--- config.mk ---
export PLATFORM = sky130hd
export DESIGN_NAME = byte_timer
export DESIGN_NICKNAME = d
export VERILOG_FILES = /design/src/rtl/tmr_pkg.sv /design/src/rtl/tmr_counter.sv /design/src/rtl/tmr_capture.sv /design/src/rtl/tmr_cmp_unit.sv /design/src/rtl/tmr_regbank.sv /design/src/rtl/byte_timer.sv
export SDC_FILE = /design/constraint.sdc
export NUM_CORES = 1
export LEC_CHECK = 0
export ABC_CLOCK_PERIOD_IN_PS = 1900
export CAP_MARGIN = 20
export CORE_MARGIN = 5
export CORE_UTILIZATION = 45
export DETAILED_ROUTE_END_ITERATION = 10
export GPL_TIMING_DRIVEN = 0
export PLACE_DENSITY = 0.67
export RECOVER_POWER = 25
export SETUP_SLACK_MARGIN = 0.02
export SLEW_MARGIN = 30
export SYNTH_ARGS = -nofsm -noshare
export SYNTH_HDL_FRONTEND = slang
export SYNTH_SLANG_ARGS = --single-unit
--- constraint.sdc ---
create_clock -name clk -period 1.9 [get_ports clk]
set_input_delay 0.19 -clock clk [delete_from_list [all_inputs] [get_ports clk]]
set_output_delay 0.19 -clock clk [all_outputs]
set_load 0.02 [all_outputs]
--- src/rtl/tmr_pkg.sv ---
package tmr_pkg;
  // byte slots before the compare units; bit 0 of an address selects the high byte
  localparam int FIXED_SLOTS = 4;
  localparam int SLOT_CNT_LO = 0;
  localparam int SLOT_CNT_HI = 1;
  localparam int SLOT_CAP_LO = 2;
  localparam int SLOT_CAP_HI = 3;

  function automatic int cmp_lo_slot(input int unit);
    return FIXED_SLOTS + 2 * unit;
  endfunction

  function automatic int addr_width(input int units);
    return $clog2(FIXED_SLOTS + 2 * units);
  endfunction
endpackage

--- src/rtl/tmr_counter.sv ---
module tmr_counter #(
  parameter int CNT_W = 16
) (
  input  logic             clk,
  input  logic             rst_n,
  output logic [CNT_W-1:0] cnt
);
  always_ff @(posedge clk) begin
    if (!rst_n) cnt <= '0;
    else        cnt <= cnt + 1'b1;
  end
endmodule

--- src/rtl/tmr_capture.sv ---
module tmr_capture #(
  parameter int CNT_W = 16
) (
  input  logic             clk,
  input  logic             rst_n,
  input  logic             trig,
  input  logic [CNT_W-1:0] cnt,
  output logic [CNT_W-1:0] cap
);
  logic trig_d;
  logic fire;

  assign fire = trig && !trig_d;

  always_ff @(posedge clk) begin
    if (!rst_n) begin
      trig_d <= 1'b0;
      cap    <= '0;
    end else begin
      trig_d <= trig;
      if (fire) cap <= cnt;
    end
  end
endmodule

--- src/rtl/tmr_cmp_unit.sv ---
module tmr_cmp_unit #(
  parameter int CNT_W = 16
) (
  input  logic             clk,
  input  logic             rst_n,
  input  logic             load,
  input  logic [CNT_W-1:0] load_val,
  input  logic [CNT_W-1:0] cnt,
  output logic [CNT_W-1:0] cmp,
  output logic             hit
);
  always_ff @(posedge clk) begin
    if (!rst_n)    cmp <= '0;
    else if (load) cmp <= load_val;
  end

  assign hit = (cnt == cmp);
endmodule

--- src/rtl/tmr_regbank.sv ---
module tmr_regbank
  import tmr_pkg::*;
#(
  parameter int BUS_W   = 8,
  parameter int NUM_CMP = 2,
  parameter int ADDR_W  = 3
) (
  input  logic                          clk,
  input  logic                          rst_n,
  input  logic [ADDR_W-1:0]             addr,
  input  logic [BUS_W-1:0]              wdata,
  input  logic                          wr,
  input  logic                          rd,
  input  logic [2*BUS_W-1:0]            cnt,
  input  logic [2*BUS_W-1:0]            cap,
  input  logic [NUM_CMP-1:0][2*BUS_W-1:0] cmp,
  output logic [BUS_W-1:0]              rdata,
  output logic [NUM_CMP-1:0]            cmp_load,
  output logic [2*BUS_W-1:0]            cmp_value,
  output logic [BUS_W-1:0]              cnt_hold
);
  localparam int CNT_W = 2 * BUS_W;

  int                slot;
  logic [BUS_W-1:0]  cap_hold;
  logic [BUS_W-1:0]  wr_stage;
  logic [BUS_W-1:0]  rd_next;
  logic              stage_wr;

  assign slot      = int'(addr);
  assign cmp_value = {wdata, wr_stage};

  for (genvar k = 0; k < NUM_CMP; k++) begin : g_load
    assign cmp_load[k] = wr && (slot == cmp_lo_slot(k) + 1);
  end

  always_comb begin
    stage_wr = 1'b0;
    for (int k = 0; k < NUM_CMP; k++)
      if (slot == cmp_lo_slot(k)) stage_wr = wr;
  end

  always_comb begin
    rd_next = '0;
    if      (slot == SLOT_CNT_LO) rd_next = cnt[BUS_W-1:0];
    else if (slot == SLOT_CNT_HI) rd_next = cnt_hold;
    else if (slot == SLOT_CAP_LO) rd_next = cap[BUS_W-1:0];
    else if (slot == SLOT_CAP_HI) rd_next = cap_hold;
    for (int k = 0; k < NUM_CMP; k++) begin
      if (slot == cmp_lo_slot(k))     rd_next = cmp[k][BUS_W-1:0];
      if (slot == cmp_lo_slot(k) + 1) rd_next = cmp[k][CNT_W-1:BUS_W];
    end
  end

  always_ff @(posedge clk) begin
    if (!rst_n) begin
      rdata    <= '0;
      cnt_hold <= '0;
      cap_hold <= '0;
      wr_stage <= '0;
    end else begin
      if (rd) begin
        rdata <= rd_next;
        if (slot == SLOT_CNT_LO) cnt_hold <= cnt[CNT_W-1:BUS_W];
        if (slot == SLOT_CAP_LO) cap_hold <= cap[CNT_W-1:BUS_W];
      end
      if (stage_wr) wr_stage <= wdata;
    end
  end
endmodule

--- src/rtl/byte_timer.sv ---
module byte_timer #(
  parameter int BUS_W   = 8,
  parameter int NUM_CMP = 2,
  parameter int ADDR_W  = tmr_pkg::addr_width(NUM_CMP)
) (
  input  logic               clk,
  input  logic               rst_n,
  input  logic [ADDR_W-1:0]  bus_addr,
  input  logic [BUS_W-1:0]   bus_wdata,
  input  logic               bus_wr,
  input  logic               bus_rd,
  output logic [BUS_W-1:0]   bus_rdata,
  input  logic               capture_in,
  output logic [NUM_CMP-1:0] match_o
);
  localparam int CNT_W = 2 * BUS_W;

  logic [CNT_W-1:0]              cnt_q;
  logic [CNT_W-1:0]              cap_q;
  logic [NUM_CMP-1:0][CNT_W-1:0] cmp_q;
  logic [NUM_CMP-1:0]            cmp_load;
  logic [CNT_W-1:0]              cmp_value;
  logic [BUS_W-1:0]              cnt_hold;

  tmr_counter #(.CNT_W(CNT_W)) u_cnt (
    .clk(clk), .rst_n(rst_n), .cnt(cnt_q)
  );

  tmr_capture #(.CNT_W(CNT_W)) u_cap (
    .clk(clk), .rst_n(rst_n), .trig(capture_in), .cnt(cnt_q), .cap(cap_q)
  );

  for (genvar k = 0; k < NUM_CMP; k++) begin : g_cmp
    tmr_cmp_unit #(.CNT_W(CNT_W)) u_unit (
      .clk(clk), .rst_n(rst_n), .load(cmp_load[k]), .load_val(cmp_value),
      .cnt(cnt_q), .cmp(cmp_q[k]), .hit(match_o[k])
    );
  end

  tmr_regbank #(.BUS_W(BUS_W), .NUM_CMP(NUM_CMP), .ADDR_W(ADDR_W)) u_regs (
    .clk(clk), .rst_n(rst_n), .addr(bus_addr), .wdata(bus_wdata),
    .wr(bus_wr), .rd(bus_rd), .cnt(cnt_q), .cap(cap_q), .cmp(cmp_q),
    .rdata(bus_rdata), .cmp_load(cmp_load), .cmp_value(cmp_value),
    .cnt_hold(cnt_hold)
  );
endmodule

# == Word-level counts from Yosys, hierarchy flattened ==
# Index checks and enable logic that the tools add are counted.
# word_totals
ff_bits,97
in_bits,16
out_inout_bits,10
elab_cells,36
# classes
n_reduce_logical,7
muxes,10
n_addsub,1
n_eq_ne,9
# ops
cell,count
$mux W8,8
$eq A16 B16 Y1,2
$logic_not A32 Y1,1
$add A16 B1 Y16 const B,1
$eq A3 B3 Y1 const B,4
$eq A3 B2 Y1 const B,2
$reduce_and A2 Y1,2
$eq A3 B1 Y1 const B,1
$logic_and A1 B1 Y1,3
$mux W1,2
$logic_not A1 Y1,1

# == Depth between registers and ports, before layout ==
# depth
word_depth,9
ltp_mapped,8
ltp_nobuf,5

# == Modules after synthesis ==
# A second synthesis with hierarchy kept.
# unflattened
hier_cells,496
hier_area_um2,4778.3
# by_module_without_submodules
module,instances,cells_per_inst,area_per_inst_um2,seq_area_each_um2
tmr_regbank,1,197,1779.2,640.6
tmr_cmp_unit,2,72,788.3,320.3
tmr_counter,1,82,729.4,320.3
tmr_capture,1,73,693.2,340.3

# == Least setup slack after synthesis ==
# No wires, ideal clock.
# synth_timing
kind,register to register
from,register u_cnt.cnt[0]
to,register u_cnt.cnt[14]
arrival_time_ns,1.348
required_time_ns,1.785
period_less_slack_ns,1.462
slack_ns,0.438
n_path_buf,0
path_stages_with_launch,6
path_cell_list,dfxtp_1 ha_1 nand4_1 nor4_1 xor2_1 and2_1
# synth_between
elab_chain_cells,1
# synth_rtl
element,line,rtl
from (decl),tmr_counter.sv:6,output logic [CNT_W-1:0] cnt
from (signal assigned),tmr_counter.sv:10,else cnt <= cnt + 1'b1;
$add A16 B1 Y16,tmr_counter.sv:10,
# No other way between the ends.
# A chain may end at the register's enable or synchronous reset.

# == Final worst setup path ==
# layout_timing
from,register u_cnt.cnt[5]
to,output port match_o[0]
# layout_between
elab_chain_cells,1
# layout_rtl
element,line,rtl
$eq A16 B16 Y1,tmr_cmp_unit.sv:17,assign hit = (cnt == cmp);
to (decl),byte_timer.sv:14,output logic [NUM_CMP-1:0] match_o
# No other way between the ends.

==> impl_metrics.json <==
{
  "outcome": "finished with violations",
  "violated_checks": "setup timing",
  "vias": 3919,
  "synthDistinctLibCells": 39,
  "fin_tns_setup_ns": -0.00264,
  "slew_headroom_pct": 60.5,
  "leakagePower_nw": 1.95,
  "setup-violations-final": 1,
  "critical_path_s_largest_stage_delay_ns": 0.34,
  "clk_pin_slew_worst_paths_ns": 0.10,
  "rr_worst_depth": 5,
  "crit_top_cell": "buf_6",
  "die-area_um2": 12600,
  "final_period_minus_worst_setup_slack_ns": 1.90,
  "fmax_mhz": 526,
  "antenna_found_initial": 0,
  "start_kind": "register",
  "timing_worst_setup_path_type": "register to output port",
  "cp_data_required_time_ns": 1.71,
  "clock-root-buffer": "clkbuf_8",
  "ys_top_cells_by_area": "dfxtp_1 (41%), nand2_1 (9.9%), a21boi_0 (7.6%)",
  "wire_per_inst_um": 17.7,
  "finalClockSkew_ns": 0.00810,
  "wl_met2_mm": 6.25,
  "rr_startpoint": "u_cnt.cnt[0]",
  "drt_drc_violations_left": 0,
  "die_h_um": 112,
  "die_w_um": 112,
  "synth_edf_count": 0,
  "cp_cell_sequence": "buf_6, xnor2_2, nand4_1, nor4_2, buf_4, buf_6",
  "cts_tree": "built",
  "numClockSinks": 97,
  "ys_top_cells_by_count": "nand2_1 (125), dfxtp_1 (97), a21boi_0 (48)",
  "synth.most_common_cell": "nand2_1",
  "routed_wirelength_mm": 13.0,
  "antenna_left": 0,
  "pin_count_of_the_biggest_net_entering_global_routing": 17,
  "cts-root-to-sink-buffers": 2,
  "cp_data_arrival_time_ns": 1.71,
  "synthCells": 548,
  "worstHoldStart": "bus_addr[2]",
  "pre_cts_ws_ns": -0.424,
  "drt_iter0_drc": 243,
  "ys_ff_latch": 97,
  "worst_skew_pair.late_latency_ns": 0.38,
  "initial_core_util_pct": 45.9,
  "design.core.area_um2": 10300,
  "row_cnt": 37,
  "yosysTopAreaCellShare_pct": 41.1,
  "postSynthAreaPerCell_um2": 8.61,
  "place.port_buffers": 24,
  "async_reset_ff_share_pct": 0,
  "whs_endpoint": "g_cmp[0].u_unit.cmp[1]",
  "pin_count": 26,
  "yosys_warn_count": 0,
  "place_congestion": 0.935,
  "drv.max_cap_violation_count": 0,
  "part_of_the_cycle_the_worst_path_needs_pct": 100,
  "finalInstanceArea_um2": 5600,
  "finalNetCount": 608,
  "timing.critical_path.to_type": "output port",
  "insertedDiodeCount": 0,
  "detailroute.wirelength.met3_um": 839,
  "postSynth.topFlopCell": "dfxtp_1",
  "reg2reg_to": "u_cnt.cnt[14]",
  "dr.max_layer_used": "met4",
  "timing_max_transition_violations_final": 0,
  "hold_slack_ns": 0.341,
  "grt_usage_pct": 21.0,
  "setup_repair_after_global_routing_missed_its_margin": "yes",
  "dp_hpwl_mm": 9.54,
  "drive_above_1_share_pct": 16.3,
  "hold_buffers_post_cts": 0,
  "vdd_ir_drop_max_mv": 0.476,
  "synth.cell_area_um2": 4720,
  "setup_ws_ns": -0.00264,
  "worst-r2r-setup-slack_ns": 0.30,
  "min_path_type": "input pin to register",
  "grt_first_pass_wirelength_mm": 20.7,
  "worst-path-max-fanout": 6,
  "worst_margin_slew_ns": 0.593,
  "min_delay_path_depth": 5,
  "synth_top_area_cell": "dfxtp_1",
  "vias_per_cell": 5.35,
  "critPathSlowestCell": "nor4_2",
  "syn_to_final_growth_pct": 18.7,
  "cts_buffers": 9,
  "globalRoute.totalOverflow": 0,
  "htreeDepth": 3,
  "finalHoldViolations": 0,
  "m1WireLength_mm": 5.49,
  "power_density_nw_per_um2": 688,
  "synth_nets": 565,
  "seq_area_frac_synth_pct": 41.1,
  "detail_route.first_pass.iterations": 4,
  "first_global_vias": 3947,
  "placed_cell_area_um2": 5130
}
state kept, by name, summed over array words and instances (netlist names):
name	flops
g_cmp.u_unit.cmp	32
u_cap.cap	16
u_cap.trig_d	1
u_cnt.cnt	16
u_regs.cap_hold	8
u_regs.cnt_hold	8
u_regs.rdata	8
u_regs.wr_stage	8
layout by cell type (no fill, tap or decap), types with 9 or more instances in the layout:
cell type and instances:
a21boi_0 49, a21boi_1 11, and2_1 12, buf_2 9, buf_4 15, buf_6 13
clkbuf_1 21, clkbuf_8 9, clkdlybuf4s50_1 20, dfxtp_1 81, dfxtp_2 12, inv_1 17
mux2i_1 25, nand2_1 125, nand4_1 10, nor2b_1 20, o21ai_0 14, xnor2_1 22
xnor2_2 14
how the worst max path moves through the flow:
stage,from,endpoint,slack [ns],cells after the start
floorplan,u_cnt.cnt[0],u_cnt.cnt[14],0.44,5
global placement,u_cnt.cnt[12],match_o[0],-0.45,6
detailed placement,u_cnt.cnt[12],match_o[0],-0.42,6
CTS,u_cnt.cnt[11],match_o[0],-0.001,6
global route,u_cnt.cnt[5],match_o[0],-0.07,6
finish,u_cnt.cnt[5],match_o[0],-0.003,6
final cells by class:
| class | count | area [µm²] |
|---|---|---|
| Fill cell | 980 | 4670 |
| Multi-Input combinational cell | 385 | 2590 |
| Sequential cell | 97 | 1970 |
| Timing Repair Buffer | 34 | 317 |
| Buffer | 46 | 289 |
| Tap cell | 136 | 170 |
| Clock buffer | 10 | 128 |
| Clock inverter | 6 | 67.6 |
| Inverter | 18 | 67.6 |
kinds of logic (layout without fill, tap and decap cells):
kind of cell / Yosys count / after routing / share of synthesized area, %
multiplexers: 32 / 32 / 6.97
flip-flops: 97 / 97 / 41.1
adder cells (fa/ha/maj): 1 / 1 / 0.265
XOR/XNOR: 41 / 41 / 7.61
AO/OA/AOI/OAI: 106 / 106 / 16.6
AND/OR/NAND/NOR: 205 / 205 / 21.0
buffers and inverters: 66 / 114 / 6.39
per-layer routing:
metal  track usage [%]  up-vias
met3              4.20       26
met1              26.2     1867
met2              35.6       97
li1                  -     1929
met4              8.33        0
met5                 0        -
critical path, delay by kind of cell, from the launching register on:
family / cells / cell delay [ns]
AND/OR/NAND/NOR: 2 / 0.48
buffers and inverters: 3 / 0.40
flip-flops: 1 / 0.33
XOR/XNOR: 1 / 0.12
per-stage QoR:
step	std cells	power, mW	util (%)
6_report	732	3.86	54.5
4_1_cts	729	3.89	53.8
5_1_grt	732	4.02	54.5
2_1_floorplan	548	2.38	-
3_3_place_gp	708	2.53	49.9
3_5_place_dp	708	2.54	49.9
where the power goes:
part | switching, mW | internal, mW | total (mW) | leakage [nW]
logic | 0.225 | 0.190 | 0.415 | 1.06
registers | 0.0339 | 2.06 | 2.09 | 0.793
clock network | 0.736 | 0.613 | 1.35 | 0.0929
total | 0.994 | 2.86 | 3.86 | 1.95
repair_timing:
action / 4_1_cts / 5_1_grt
pin swaps: 11 / 6
gates resized for setup: 54 / 16
buffers inserted: 7 / 3
endpoints found under the setup margin: 2 / 7
endpoints found under the hold margin: 0 / 0
Note: power is estimated with default switching activity, not from simulation.
